==> config.mk <==
export PLATFORM = sky130hd
export DESIGN_NAME = bcd_cascade_divider
export DESIGN_NICKNAME = d
export VERILOG_FILES = /design/src/rtl/bcd_div_pkg.sv /design/src/rtl/bcd_decade.sv /design/src/rtl/bcd_div_ctrl.sv /design/src/rtl/bcd_cascade_divider.sv
export SDC_FILE = /design/constraint.sdc
export NUM_CORES = 1
export LEC_CHECK = 0
export BUFFER_PORTS_ARGS = -buffer_cell sky130_fd_sc_hd__buf_2
export CAP_MARGIN = 20
export CORE_MARGIN = 2
export CORE_UTILIZATION = 54
export CTS_BUF_LIST = sky130_fd_sc_hd__clkbuf_16
export DETAILED_ROUTE_END_ITERATION = 12
export PLACE_DENSITY = 0.79
export RECOVER_POWER = 50
export SYNTH_ARGS = -nofsm -noshare
export SYNTH_HDL_FRONTEND = slang
export SYNTH_SLANG_ARGS = --single-unit
==> constraint.sdc <==
create_clock -name clk -period 3 [get_ports clk]
set_clock_uncertainty 0.1 [all_clocks]
set_input_delay 0.15 -clock clk [delete_from_list [all_inputs] [get_ports clk]]
set_output_delay 0.15 -clock clk [all_outputs]
set_load 0.05 [all_outputs]
==> src/rtl/bcd_div_pkg.sv <==
package bcd_div_pkg;

    typedef enum logic [1:0] {
        ST_HALT = 2'd0,
        ST_DIV  = 2'd1,
        ST_SHOT = 2'd2
    } div_state_e;

    function automatic logic [3:0] clamp_digit(input logic [3:0] d);
        return (d > 4'd9) ? 4'd9 : d;
    endfunction

endpackage

==> src/rtl/bcd_decade.sv <==
module bcd_decade (
    input  logic       clk,
    input  logic       rst,
    input  logic       load,
    input  logic [3:0] load_val,
    input  logic       step_in,
    input  logic       cf_in,
    output logic [3:0] digit,
    output logic       zero_out,
    output logic       borrow_out
);
    logic at_zero;

    assign at_zero    = (digit == 4'd0);
    assign zero_out   = at_zero & cf_in;
    assign borrow_out = step_in & at_zero;

    always_ff @(posedge clk) begin
        if (load) begin
            digit <= load_val;
        end else if (step_in) begin
            digit <= at_zero ? 4'd9 : digit - 4'd1;
        end
    end

    AST_DIGIT_RANGE: assert property (@(posedge clk) disable iff (rst)
        digit <= 4'd9);

    AST_DIGIT_HOLD: assert property (@(posedge clk) disable iff (rst)
        (!load && !step_in) |=> $stable(digit));

endmodule

==> src/rtl/bcd_div_ctrl.sv <==
module bcd_div_ctrl
    import bcd_div_pkg::*;
(
    input  logic clk,
    input  logic rst,
    input  logic start,
    input  logic oneshot,
    input  logic cnt_en,
    input  logic all_zero,
    input  logic will_zero,
    output logic dig_load,
    output logic sel_preset,
    output logic dig_step,
    output logic term_q,
    output logic busy
);
    div_state_e state, state_nx;
    logic       live;
    logic       hit;

    assign live = cnt_en && !start && (state != ST_HALT);
    assign hit  = live && will_zero;

    always_ff @(posedge clk) begin
        if (rst) begin
            state  <= ST_HALT;
            term_q <= 1'b0;
        end else begin
            state  <= state_nx;
            term_q <= hit;
        end
    end

    always_comb begin
        state_nx = state;
        unique case (state)
            ST_HALT: if (start) state_nx = oneshot ? ST_SHOT : ST_DIV;
            ST_DIV:  if (start) state_nx = oneshot ? ST_SHOT : ST_DIV;
            ST_SHOT: begin
                if (start)    state_nx = oneshot ? ST_SHOT : ST_DIV;
                else if (hit) state_nx = ST_HALT;
            end
            default: state_nx = ST_HALT;
        endcase
    end

    always_comb begin
        busy       = (state != ST_HALT);
        sel_preset = rst || start;
        dig_load   = rst || start || (live && all_zero && (state == ST_DIV));
        dig_step   = live && !all_zero;
    end

    AST_BUSY_DROP: assert property (@(posedge clk) disable iff (rst)
        $fell(busy) |-> term_q);

endmodule

==> src/rtl/bcd_cascade_divider.sv <==
module bcd_cascade_divider #(
    parameter int NDIG = 3
) (
    input  logic              clk,
    input  logic              rst,
    input  logic              cnt_en,
    input  logic              start,
    input  logic              oneshot,
    input  logic [4*NDIG-1:0] preset,
    output logic [4*NDIG-1:0] digits,
    output logic              term_pulse,
    output logic              busy
);
    import bcd_div_pkg::*;

    localparam int W = 4 * NDIG;

    logic [W-1:0]  pre_lim;
    logic [W-1:0]  pre_dec;
    logic [W-1:0]  ld_val;
    logic [NDIG:0] cf;
    logic [NDIG:0] brw;
    logic          dig_load, sel_preset, dig_step;
    logic          all_zero, at_one, reload_zero, will_zero;

    function automatic logic [W-1:0] bcd_minus_one(input logic [W-1:0] v);
        logic [W-1:0] r;
        logic         b;
        r = v;
        b = 1'b1;
        for (int i = 0; i < NDIG; i++) begin
            if (b) begin
                if (v[4*i +: 4] == 4'd0) r[4*i +: 4] = 4'd9;
                else begin
                    r[4*i +: 4] = v[4*i +: 4] - 4'd1;
                    b = 1'b0;
                end
            end
        end
        return b ? '0 : r;
    endfunction

    generate
        for (genvar g = 0; g < NDIG; g++) begin : g_lim
            assign pre_lim[4*g +: 4] = clamp_digit(preset[4*g +: 4]);
        end
    endgenerate

    assign pre_dec     = bcd_minus_one(pre_lim);
    assign ld_val      = sel_preset ? pre_lim : pre_dec;
    assign cf[NDIG]    = 1'b1;
    assign brw[0]      = dig_step;
    assign all_zero    = cf[0];
    assign at_one      = cf[1] && (digits[3:0] == 4'd1);
    assign reload_zero = (pre_dec == '0);
    assign will_zero   = all_zero ? reload_zero : at_one;

    generate
        for (genvar g = 0; g < NDIG; g++) begin : g_dec
            bcd_decade u_dec (
                .clk       (clk),
                .rst       (rst),
                .load      (dig_load),
                .load_val  (ld_val[4*g +: 4]),
                .step_in   (brw[g]),
                .cf_in     (cf[g+1]),
                .digit     (digits[4*g +: 4]),
                .zero_out  (cf[g]),
                .borrow_out(brw[g+1])
            );
        end
    endgenerate

    bcd_div_ctrl u_ctrl (
        .clk       (clk),
        .rst       (rst),
        .start     (start),
        .oneshot   (oneshot),
        .cnt_en    (cnt_en),
        .all_zero  (all_zero),
        .will_zero (will_zero),
        .dig_load  (dig_load),
        .sel_preset(sel_preset),
        .dig_step  (dig_step),
        .term_q    (term_pulse),
        .busy      (busy)
    );

    AST_TERM_AT_ZERO: assert property (@(posedge clk) disable iff (rst)
        term_pulse |-> (digits == '0));

    AST_HOLD_NO_EN: assert property (@(posedge clk) disable iff (rst)
        (busy && !cnt_en && !start) |=> ($stable(digits) && !term_pulse));

    AST_HALT_HOLD: assert property (@(posedge clk) disable iff (rst)
        (!busy && !start) |=> ($stable(digits) && !term_pulse));

endmodule

Word-level counts from Yosys, hierarchy flattened

Index checks and enable logic that the tools add are counted.

Add/sub/neg operators: 6
Magnitude comparators: 3
Equal/unequal tests: 5
Muxes and demuxes: 30
Bitwise logic cells: 4
Reductions and logical operators: 25

Operator list:

| operator              | count |
|---|---|
| $mux W4               | 17 |
| $logic_not A4 Y1      | 6 |
| $mux W12              | 2 |
| $sub A4 B1 Y4 const B | 6 |
| $gt A4 B4 Y1 const B  | 3 |
| $logic_not A12 Y1     | 1 |
| $mux W2               | 4 |
| $reduce_bool A2 Y1    | 4 |
| $logic_and A1 B1 Y1   | 7 |
| $mux W1               | 6 |
| $and A1 B1 Y1         | 4 |
| $eq A4 B1 Y1 const B  | 1 |
| $pmux W2 S2           | 1 |
| $ne A3 B2 Y1 const B  | 1 |
| $eq A2 B1 Y1 const B  | 1 |
| $eq A2 B2 Y1 const B  | 1 |
| $logic_not A1 Y1      | 2 |
| $logic_not A2 Y1      | 1 |
| $logic_or A1 B1 Y1    | 2 |
| $ne A2 B1 Y1 const B  | 1 |
| $reduce_and A2 Y1     | 1 |
| $reduce_or A2 Y1      | 1 |

Bits in registers: 15
Input bits: 17
Output and inout port bits: 14
Word-level logic and storage cells: 78

Logic depth before layout (Yosys ltp)

Gate-level depths: netlist of the first run.

Word-level depth: 13
Gate-level depth with buffers: 10
Depth with buffers taken out: 9

By module

A second synthesis of the first run with hierarchy kept.

Cell total of the unflattened synthesis: 190
Area, all modules: 1508.9 um^2

Modules (own cells, without submodules):

| module              | times used | cells each | area each (um^2) | seq. area each (um^2) |
|---|---|---|---|---|
| bcd_decade          | 3          | 23         | 235.2            | 120.1 |
| bcd_cascade_divider | 1          | 102        | 636.9            | 0.0 |
| bcd_div_ctrl        | 1          | 19         | 166.4            | 60.1 |

Least setup slack after synthesis of the first run

OpenSTA, ideal clock, no wires.

Kind: register -> register
Start point: register g_dec[0].u_dec.digit[0]
End point: register g_dec[1].u_dec.digit[2], data pin
Setup time: 0.259 ns
Arrival: 2.222 ns
Required time: 2.641 ns
Setup slack: 0.419 ns
Cell stages (with the launch flop): 8
Path buffers: 1
Period minus slack after synthesis: 2.581 ns
Cell sequence: edfxtp_1 or2_1 or4_4 or3_1 buf_2 a31oi_1 o21ai_0 o31a_1

Longest elaborated chain between the ends: 6

RTL lines:

| element                           | line               | source |
|---|---|---|
| from (decl)                       | bcd_decade.sv:8    | `output logic [3:0] digit,` |
| from (signal assigned)            | bcd_decade.sv:20   | `digit <= load_val;` |
| from (signal assigned)            | bcd_decade.sv:22   | `digit <= at_zero ? 4'd9 : digit - 4'd1;` |
| $logic_not A4 Y1                  | bcd_decade.sv:14   | `assign at_zero = (digit == 4'd0);` |
| $and A1 B1 Y1                     | bcd_decade.sv:15   | `assign zero_out = at_zero & cf_in;` |
| $logic_and A1 B1 Y1 (2 in series) | bcd_div_ctrl.sv:50 | `dig_load = rst \|\| start \|\| (live && all_zero && (state == ST_DIV));` |
| $logic_or A1 B1 Y1                | bcd_div_ctrl.sv:50 |  |
| $mux W4                           | bcd_decade.sv:19   | `if (load) begin` |
| to (signal assigned)              | bcd_decade.sv:20   |  |
| to (signal assigned)              | bcd_decade.sv:22   |  |
| to (decl)                         | bcd_decade.sv:8    |  |

Every way passes these cells.
A chain may end at the register's enable or synchronous reset.

Final worst setup path of the first run

Same ends and word-level chain as after synthesis.

==> summary.md, run 1 <==
| Metric | Value |
|---|---|
| Post-synthesis register bit count | `15` |
| DRT antenna net count | `0` |
| Post-CTS Setup Bufs | `0` |
| Seq/Total Area, Yosys | `0.299` |
| Synthesized cell area | `1410 um^2` |
| Initial antenna violation count | `0` |
| # setup viols final | `0` |
| Final Wtd Congestion | `0.870` |
| Vias in the first global route | `1244` |
| # diodes | `0` |
| WP data arrival | `2490 ps` |
| Relative slew slack | `0.594` |
| Global-route wire length before repair | `5510 um` |
| CTS Hold Bufs | `0` |
| Drt initial violations | `56` |
| Die width | `55.0 um` |
| Filler cell count in the final layout | `219` |
| Worst Max-Slew Pin Slew | `603 ps` |
| Synth top area share | `0.256` |
| Slew Viols, Final | `0` |
| # rows | `18` |
| # H-tree levels | `1` |
| Power per cell area | `449 nW/um^2` |
| Crit path time final | `2600 ps` |
| Count of buffers from port buffering | `30` |
| Fin nets | `231` |
| TritonCTS buffer count | `3` |
| CTS max path bufs | `2` |
| Most frequent cells in the layout | `22 x nor2_1, 16 x buf_2, 15 x clkbuf_1, 14 x a21oi_1, 14 x o21ai_0` |
| Worst skew pair latency | `240 ps` |
| Largest cells by area after synthesis | `edfxtp_1 26%, nor2_1 5.9%, a21oi_1 5.0%` |
| Top fanout value on the critical path | `10` |
| Final hold violation count | `0` |
| CP Class | `register to register` |
| Multi-input gate area | `951 um^2` |
| Top delay family on crit path | `simple AND/OR/NAND/NOR gates` |
| Synth area leader | `edfxtp_1` |
| Status | `completed` |
| First-pass detailed-route iteration total | `4` |
| Total gr overflow | `0` |
| Worst path bufs/invs | `0` |
| Clk sinks | `15` |
| GRT Total Usage | `0.250` |
| Total power | `0.000749 W` |
| EDFF count, synth | `12` |
| Crit-path max cell delay | `500 ps` |
| Root buffer cell | `clkbuf_16` |
| CP required | `2890 ps` |
| Synth async-reset ratio | `0` |
| Post-DR vias/cell | `6.28` |
| Unrepaired setup endpoints after global routing | `false` |
| Post-DP HPWL | `2770 um` |
| TNS Setup | `0 ps` |
| Clock slew at reported path FFs | `50 ps` |
| CP Cell Sequence | `or2_1 > or4_4 > or3_1 > a31oi_1 > o21ai_0 > o31a_1` |
| Yosys cell types | `51` |
| Post-synthesis instance total | `176` |
| Post-Layout Cell Count | `240` |
| VDD IR max | `367 uV` |
| Net count after synthesis | `196` |
| Share of cells above drive strength 1 | `0.167` |
| Via count | `1508` |
| HP Class | `primary input to register` |
| TritonCTS clock tree | `done` |
| Initial Utilization | `0.568` |
| Die Y | `55.0 um` |
| Worst setup EP type | `register` |
| Slowest-stage cell, CP | `or3_1` |
| Area growth from synthesis to layout | `18.7%` |
| DRC viols | `0` |
| YS warnings | `0` |
| Syn avg cell area | `7.99 um^2` |
| Core area | `2480 um^2` |
| Most used DFF post-synth | `edfxtp_1` |
| Pin count of the biggest net entering global routing | `15` |
| Crit path launch type | `register` |
| Detailed Route WL | `3570 um` |
| Max-cap violations | `0` |
| Die ar. | `3030 um^2` |
| Register area | `420 um^2` |
| Fmax | `384 MHz` |
| Period Utilization, post-route | `0.867` |
| Commonest non-fill, non-tap cell in the layout | `nor2_1` |
| Routed len/inst | `14.9 um` |
| Post-cts resize count | `0` |
| I/O pin count | `31` |
| Leak | `0.609 nW` |
| # placed instances | `236` |
layer usage:
| metal | wire (um) | vias to the layer above | track usage |
|---|---|---|---|
| met3 | 202 | 4 | 0.0215 |
| met1 | 1690 | 705 | 0.349 |
| met2 | 1650 | 46 | 0.411 |
| met4 | 31 | 0 | 0.0732 |
| li1 | - | 753 | - |
| met5 | 0 | - | 0 |
worst reg2reg max path, stage by stage (launching register included):
cell      delay [ps]
edfxtp_1         440
or2_1            300
or4_4            470
or3_1            500
a31oi_1          250
o21ai_0          150
o31a_1           140
path summary, 6_finish.rpt:
path / startpoint / to / slack (ps) / cells past startpoint
worst max-delay path: g_dec[0].u_dec.digit[0] / g_dec[1].u_dec.digit[2] / 400 / 6
worst min-delay path: rst / u_ctrl.state[0] / 30 / 2
worst max register to register: g_dec[0].u_dec.digit[0] / g_dec[1].u_dec.digit[2] / 400 / 6
worst min register to register: u_ctrl.state[0] / u_ctrl.state[0] / 410 / 1
final cells by class:
cell class              count  area share
well taps                  30      0.0225
clock inverters             1     0.00225
inverters                   4     0.00900
repair buffers             35      0.0997
flip-flops and latches     15       0.252
multi-input cells         152       0.570
clock buffers               3      0.0450
registers in the layout, summed over array words and instances, names as in the netlist:
signal / count
u_ctrl.term_q: 1
u_ctrl.state: 2
g_dec.u_dec.digit: 12
through the flow:
stage	setup WS (ps)	utilization	area, um^2	hold WS (ps)
finish	398	0.674	1670	31.3
global route	218	0.674	1670	43.9
CTS	421	0.682	1690	30.5
detailed placement	198	0.651	1610	285
global placement	286	0.651	1610	276
floorplan	419	-	1410	128
kinds of logic (layout without fill, tap and decap cells):
kind of cell             Yosys count  in the layout  synth area share
AO/OA/AOI/OAI                     62             62             0.296
flip-flops                        15             15             0.299
AND/OR/NAND/NOR                   84             84             0.334
buffers and inverters              9             43            0.0249
multiplexers                       1              1           0.00712
XOR/XNOR                           2              2            0.0125
adder cells (fa/ha/maj)            3              3            0.0267
cells in the mapped netlist, types with 2 or more instances:
| library cell | instances |
|---|---|
| edfxtp_1 | 12 |
| a221oi_1 | 2 |
| o21ai_1 | 2 |
| nand2_1 | 13 |
| a211oi_1 | 5 |
| inv_1 | 4 |
| nor4_1 | 3 |
| or4_1 | 2 |
| dfxtp_1 | 3 |
| a21oi_1 | 14 |
| nand3_1 | 4 |
| o21ai_0 | 14 |
| a311oi_1 | 2 |
| and2_1 | 2 |
| nor3_1 | 9 |
| nand3b_1 | 3 |
| nand2b_1 | 8 |
| or2_2 | 4 |
| or3_1 | 4 |
| o31a_1 | 2 |
| o221ai_1 | 4 |
| nor2_1 | 22 |
| a31oi_1 | 4 |
| ha_1 | 3 |
| o21a_1 | 2 |
| clkbuf_1 | 4 |
where the power goes:
group / internal, W / leakage (nW) / switching [W]
registers: 0.000251 / 0.150 / 0.0000274
clock network: 0.000176 / 0.0423 / 0.0000761
logic: 0.0000652 / 0.418 / 0.000153
(Power assumes the default switching activity.)
==> inputs of run 2 (changes only) <==
--- a/config.mk
+++ b/config.mk
@@ -7,11 +7,12 @@
 export LEC_CHECK = 0
 export BUFFER_PORTS_ARGS = -buffer_cell sky130_fd_sc_hd__buf_2
 export CAP_MARGIN = 20
-export CORE_MARGIN = 2
-export CORE_UTILIZATION = 54
+export CELL_PAD_IN_SITES_DETAIL_PLACEMENT = 0
+export CELL_PAD_IN_SITES_GLOBAL_PLACEMENT = 1
+export CORE_UTILIZATION = 39
 export CTS_BUF_LIST = sky130_fd_sc_hd__clkbuf_16
 export DETAILED_ROUTE_END_ITERATION = 12
-export PLACE_DENSITY = 0.79
+export PLACE_DENSITY_LB_ADDON = 0.1
 export RECOVER_POWER = 50
 export SYNTH_ARGS = -nofsm -noshare
 export SYNTH_HDL_FRONTEND = slang
==> run 2 against run 1 <==
  * Largest power group unchanged
  * Largest cell class unchanged
  * Via count is 1.5% lower
  * Routed wire length is 5.6% higher
  * Clock-buffer cell count stayed put
  * Cell area is 1.6% higher
  * Cell count is 7.1% higher
  * Global-route usage is 3.7 points lower
  * Total power is 0.52% lower
  * Critical path depth is 3 higher
==> summary.md, run 2 (same netlist as run 1, synthesis figures left out) <==
| Metric | Value |
|---|---|
| Crit path launch type | `primary input` |
| HP Class | `primary input to register` |
| Post-Layout Cell Count | `257` |
| Worst setup EP type | `register` |
| # diodes | `0` |
| Die width | `62.1 um` |
| Core area | `3390 um^2` |
| Period Utilization, post-route | `0.860` |
| Status | `completed` |
| CTS max path bufs | `2` |
| Post-layout util | `0.501` |
| Internal | `0.000492 W` |
| TritonCTS buffer count | `3` |
| I/O pin count | `31` |
| Initial antenna violation count | `0` |
| Worst skew pair latency | `240 ps` |
| Final hold violation count | `0` |
| Max reg flops | `12` |
| Vias in the first global route | `1325` |
| Fmax | `388 MHz` |
| Crit path time final | `2580 ps` |
| Unrepaired setup endpoints after global routing | `false` |
| TNS Setup | `0 ps` |
| Root buffer cell | `clkbuf_16` |
| Top delay family on crit path | `simple AND/OR/NAND/NOR gates` |
| Post-DR vias/cell | `5.78` |
| DRC viols | `0` |
| Combinational power share | `0.295` |
| Sw Pwr | `0.000253 W` |
| Fin nets | `232` |
| Global-route wire length before repair | `6020 um` |
| Clk sinks | `15` |
| Via count | `1485` |
| Post-CTS Setup Bufs | `0` |
| Routed len/inst | `14.7 um` |
| DRT antenna net count | `0` |
| Reg with most FFs | `g_dec.u_dec.digit` |
| Final instance area | `1700 um^2` |
| Top flop regs | `g_dec.u_dec.digit x12, u_ctrl.state x2, u_ctrl.term_q x1` |
| Post-cts resize count | `0` |
| Drt initial violations | `85` |
| Crit-path max cell delay | `530 ps` |
| # placed instances | `253` |
| CP Class | `primary input to register` |
| Slowest-stage cell, CP | `or3b_2` |
| Most frequent cells in the layout | `22 x nor2_1, 16 x buf_2, 15 x clkbuf_1, 14 x a21oi_1, 14 x o21ai_0` |
| TritonCTS clock tree | `done` |
| Slew Viols, Final | `0` |
| Sequential share of power | `0.375` |
| R2R setup slack | `430 ps` |
| Detailed Route WL | `3770 um` |
| Share of cells above drive strength 1 | `0.171` |
| Max-cap violations | `0` |
| Clock slew at reported path FFs | `50 ps` |
| Total gr overflow | `0` |
| CP required | `3030 ps` |
| Relative slew slack | `0.584` |
| Initial Utilization | `0.415` |
| Final Wtd Congestion | `0.859` |
| Die ar. | `3850 um^2` |
| Area growth from synthesis to layout | `20.6%` |
| # setup viols final | `0` |
| Count of buffers from port buffering | `30` |
| Top fanout value on the critical path | `8` |
| WP data arrival | `2610 ps` |
| # rows | `21` |
| Power per cell area | `439 nW/um^2` |
| # H-tree levels | `1` |
| Pin count of the biggest net entering global routing | `15` |
| GRT Total Usage | `0.213` |
| CP Cell Sequence | `buf_2 > or2_2 > a21oi_1 > ha_1 > or3b_2 > a2111o_1 > nor4_1 > o221a_1 > o21ai_1` |
| Power share of the clock group | `0.330` |
| Worst Max-Slew Pin Slew | `618 ps` |
| Commonest non-fill, non-tap cell in the layout | `nor2_1` |
| Total power | `0.000745 W` |
| Post-DP HPWL | `2970 um` |
| Sw Ratio | `0.339` |
| Die Y | `62.1 um` |
| CTS Hold Bufs | `0` |
| First-pass detailed-route iteration total | `4` |
| Worst path bufs/invs | `1` |
| Dpl cell area | `1640 um^2` |
| Leak | `0.615 nW` |
| VDD IR max | `242 uV` |
==> run 2: final cells by class <==
| class | count | area (um^2) |
|---|---|---|
| Sequential cell | 15 | 420 |
| Multi-Input combinational cell | 152 | 951 |
| Clock inverter | 1 | 3.75 |
| Fill cell | 354 | 1690 |
| Inverter | 4 | 15.0 |
| Clock buffer | 3 | 75.1 |
| Timing Repair Buffer | 36 | 174 |
| Tap cell | 46 | 57.6 |
==> run 2: worst paths after layout <==
| kind | from | to | depth (start not counted) |
|---|---|---|---|
| worst max register to register | g_dec[0].u_dec.digit[0] | g_dec[1].u_dec.digit[2] | 6 |
| worst min-delay path | rst | u_ctrl.state[0] | 2 |
| worst min register to register | u_ctrl.state[0] | u_ctrl.state[0] | 1 |
| worst max-delay path | preset[2] | u_ctrl.state[1] | 9 |
==> run 2: worst register-to-register path: stages, from the launching register on <==
cell	delay (ps)
edfxtp_1	450
or2_1	300
or4_4	460
or3_1	510
a31oi_1	250
o21ai_0	120
o31a_1	120
==> run 2: metal layers <==
| layer | vias up | track usage | wire length (um) |
|---|---|---|---|
| met5 | - | 0 | 0 |
| met4 | 0 | 0.0698 | 0 |
| met3 | 0 | 0.0290 | 190 |
| met2 | 51 | 0.322 | 1720 |
| met1 | 679 | 0.312 | 1860 |
| li1 | 755 | - | - |
==> run 2: power groups by stage <==
stage / sequential (W) / combinational (W) / clock, W
2_1_floorplan: 0.000338 / 0.000100 / 0
3_3_place_gp: 0.000280 / 0.000221 / 0
3_5_place_dp: 0.000282 / 0.000224 / 0
4_1_cts: 0.000278 / 0.000225 / 0.000253
5_1_grt: 0.000282 / 0.000240 / 0.000262
6_report: 0.000279 / 0.000220 / 0.000246
==> run 2: metrics by stage <==
step | hold WS (ps) | worst slack [ps]
floorplan | 128 | 419
global placement | 280 | 292
detailed placement | 288 | 182
CTS | 34.5 | 421
global route | 42.0 | 272
finish | 34.8 | 421
==> inputs of run 3 (changes only) <==
--- a/config.mk
+++ b/config.mk
@@ -9,6 +9,7 @@
 export CAP_MARGIN = 20
 export CELL_PAD_IN_SITES_DETAIL_PLACEMENT = 0
 export CELL_PAD_IN_SITES_GLOBAL_PLACEMENT = 1
+export CORE_MARGIN = 3
 export CORE_UTILIZATION = 39
 export CTS_BUF_LIST = sky130_fd_sc_hd__clkbuf_16
 export DETAILED_ROUTE_END_ITERATION = 12
==> run 3 against run 2 <==
  * Core utilization is 0.39 points lower
  * Die area is 13% higher
  * Sequential share of layout area stayed put
  * Clock power up 3%
  * Cell count stayed put
  * Routed wire length increased by 5.6%
  * Combinational power barely moved
  * Total power rose by 1.3%
  * Hold slack about the same
  * Critical path depth is 3 lower
  * Global-route usage shrank 2.0 points
  * Flip-flop and latch count unchanged
==> summary.md, run 3 (same netlist as run 1, synthesis figures left out) <==
| Metric | Value |
|---|---|
| Status | `completed` |
| Max reg flops | `12` |
| Fmax | `377 MHz` |
| Worst skew pair latency | `240 ps` |
| Initial antenna violation count | `0` |
| TritonCTS clock tree | `done` |
| TNS Setup | `0 ps` |
| Relative slew slack | `0.540` |
| Total power | `0.000755 W` |
| Worst Max-Slew Pin Slew | `683 ps` |
| CP Cell Sequence | `or2_1 > or4_4 > or3_1 > a31oi_1 > o21ai_0 > o31a_1` |
| # rows | `21` |
| Leak | `0.615 nW` |
| Dpl cell area | `1640 um^2` |
| # H-tree levels | `1` |
| # diodes | `0` |
| Detailed Route WL | `3980 um` |
| Worst setup EP type | `register` |
| DRT antenna net count | `0` |
| Die ar. | `4360 um^2` |
| Share of cells above drive strength 1 | `0.171` |
| CTS Hold Bufs | `0` |
| Crit path time final | `2650 ps` |
| Worst path bufs/invs | `0` |
| CTS max path bufs | `2` |
| Most frequent cells in the layout | `22 x nor2_1, 16 x buf_2, 15 x clkbuf_1, 14 x a21oi_1, 14 x o21ai_0` |
| Max-cap violations | `0` |
| Crit-path max cell delay | `510 ps` |
| Top delay family on crit path | `simple AND/OR/NAND/NOR gates` |
| Post-DR vias/cell | `5.91` |
| DRT met1 WL | `1860 um` |
| Detail Route met3 WL | `198 um` |
| Post-Layout Cell Count | `257` |
| CP Class | `register to register` |
| DRC viols | `0` |
| Post-CTS Setup Bufs | `0` |
| Root buffer cell | `clkbuf_16` |
| Fin nets | `232` |
| CP required | `2890 ps` |
| TritonCTS buffer count | `3` |
| Area growth from synthesis to layout | `20.6%` |
| Clk sinks | `15` |
| Period Utilization, post-route | `0.883` |
| DR WL met2 | `1880 um` |
| VDD IR max | `188 uV` |
| Clock slew at reported path FFs | `50 ps` |
| Top fanout value on the critical path | `10` |
| Power per cell area | `445 nW/um^2` |
| Count of buffers from port buffering | `30` |
| First-pass detailed-route iteration total | `4` |
| Pin count of the biggest net entering global routing | `15` |
| Routed len/inst | `15.5 um` |
| Final instance area | `1700 um^2` |
| Uppermost layer routed | `met4` |
| Die width | `66.1 um` |
| GRT Total Usage | `0.193` |
| Crit path launch type | `register` |
| Top flop regs | `g_dec.u_dec.digit x12, u_ctrl.state x2, u_ctrl.term_q x1` |
| WP data arrival | `2540 ps` |
| Multi-input gate area | `951 um^2` |
| Drt initial violations | `112` |
| Global-route wire length before repair | `6600 um` |
| Post-DP HPWL | `3130 um` |
| I/O pin count | `31` |
| Slew Viols, Final | `0` |
| # setup viols final | `0` |
| Commonest non-fill, non-tap cell in the layout | `nor2_1` |
| Vias in the first global route | `1419` |
| Register area | `420 um^2` |
| # placed instances | `253` |
| Final hold violation count | `0` |
| Initial Utilization | `0.412` |
| Total gr overflow | `0` |
| Reg with most FFs | `g_dec.u_dec.digit` |
| Final Wtd Congestion | `0.794` |
| Core area | `3420 um^2` |
| Unrepaired setup endpoints after global routing | `false` |
| Post-cts resize count | `0` |
| HP Class | `primary input to register` |
| Via count | `1518` |
| Filler cell count in the final layout | `355` |
| Die Y | `66.1 um` |
| Slowest-stage cell, CP | `or3_1` |
-- run 3: cell counts in the layout (fill, tap and decap cells not counted) --
No cell type changed its count.
-- run 3: final cells by class --
class	count	area share
clock buffers	3	0.0442
well taps	46	0.0339
inverters	4	0.00885
flip-flops and latches	15	0.248
repair buffers	36	0.103
clock inverters	1	0.00221
multi-input cells	152	0.560
-- run 3: per-stage QoR --
step	util	hold WS [ps]	setup WS, ps
floorplan	-	128	419
global placement	0.480	278	269
detailed placement	0.480	288	151
CTS	0.503	33.3	373
global route	0.497	45.7	255
finish	0.497	34.5	350
-- run 3: power breakdown --
part,internal [W],total (W),switching (W)
Sequential,0.000251,0.000279,0.0000284
Combinational,0.0000654,0.000221,0.000156
Clock,0.000176,0.000254,0.0000777
Total,0.000493,0.000755,0.000262
-- run 3: final timing paths --
check / from / end / slack, ps / cells past startpoint
worst min-delay path: rst / u_ctrl.state[0] / 30 / 2
worst max register to register: g_dec[0].u_dec.digit[0] / g_dec[1].u_dec.digit[2] / 350 / 6
worst min register to register: u_ctrl.state[0] / u_ctrl.state[0] / 400 / 1
worst max-delay path: g_dec[0].u_dec.digit[0] / g_dec[1].u_dec.digit[2] / 350 / 6
-- run 3: worst register-to-register path: cells and delay by family, from the launching register on --
family | cells | cell delay (ps)
AND/OR/NAND/NOR | 3 | 1280
AO/OA/AOI/OAI | 3 | 570
flip-flops | 1 | 450
-- run 3: per-layer routing --
layer / track usage / vias up
met4: 0.0508 / 0
met2: 0.313 / 53
li1: - / 756
met5: 0 / -
met3: 0.0204 / 4
met1: 0.271 / 705
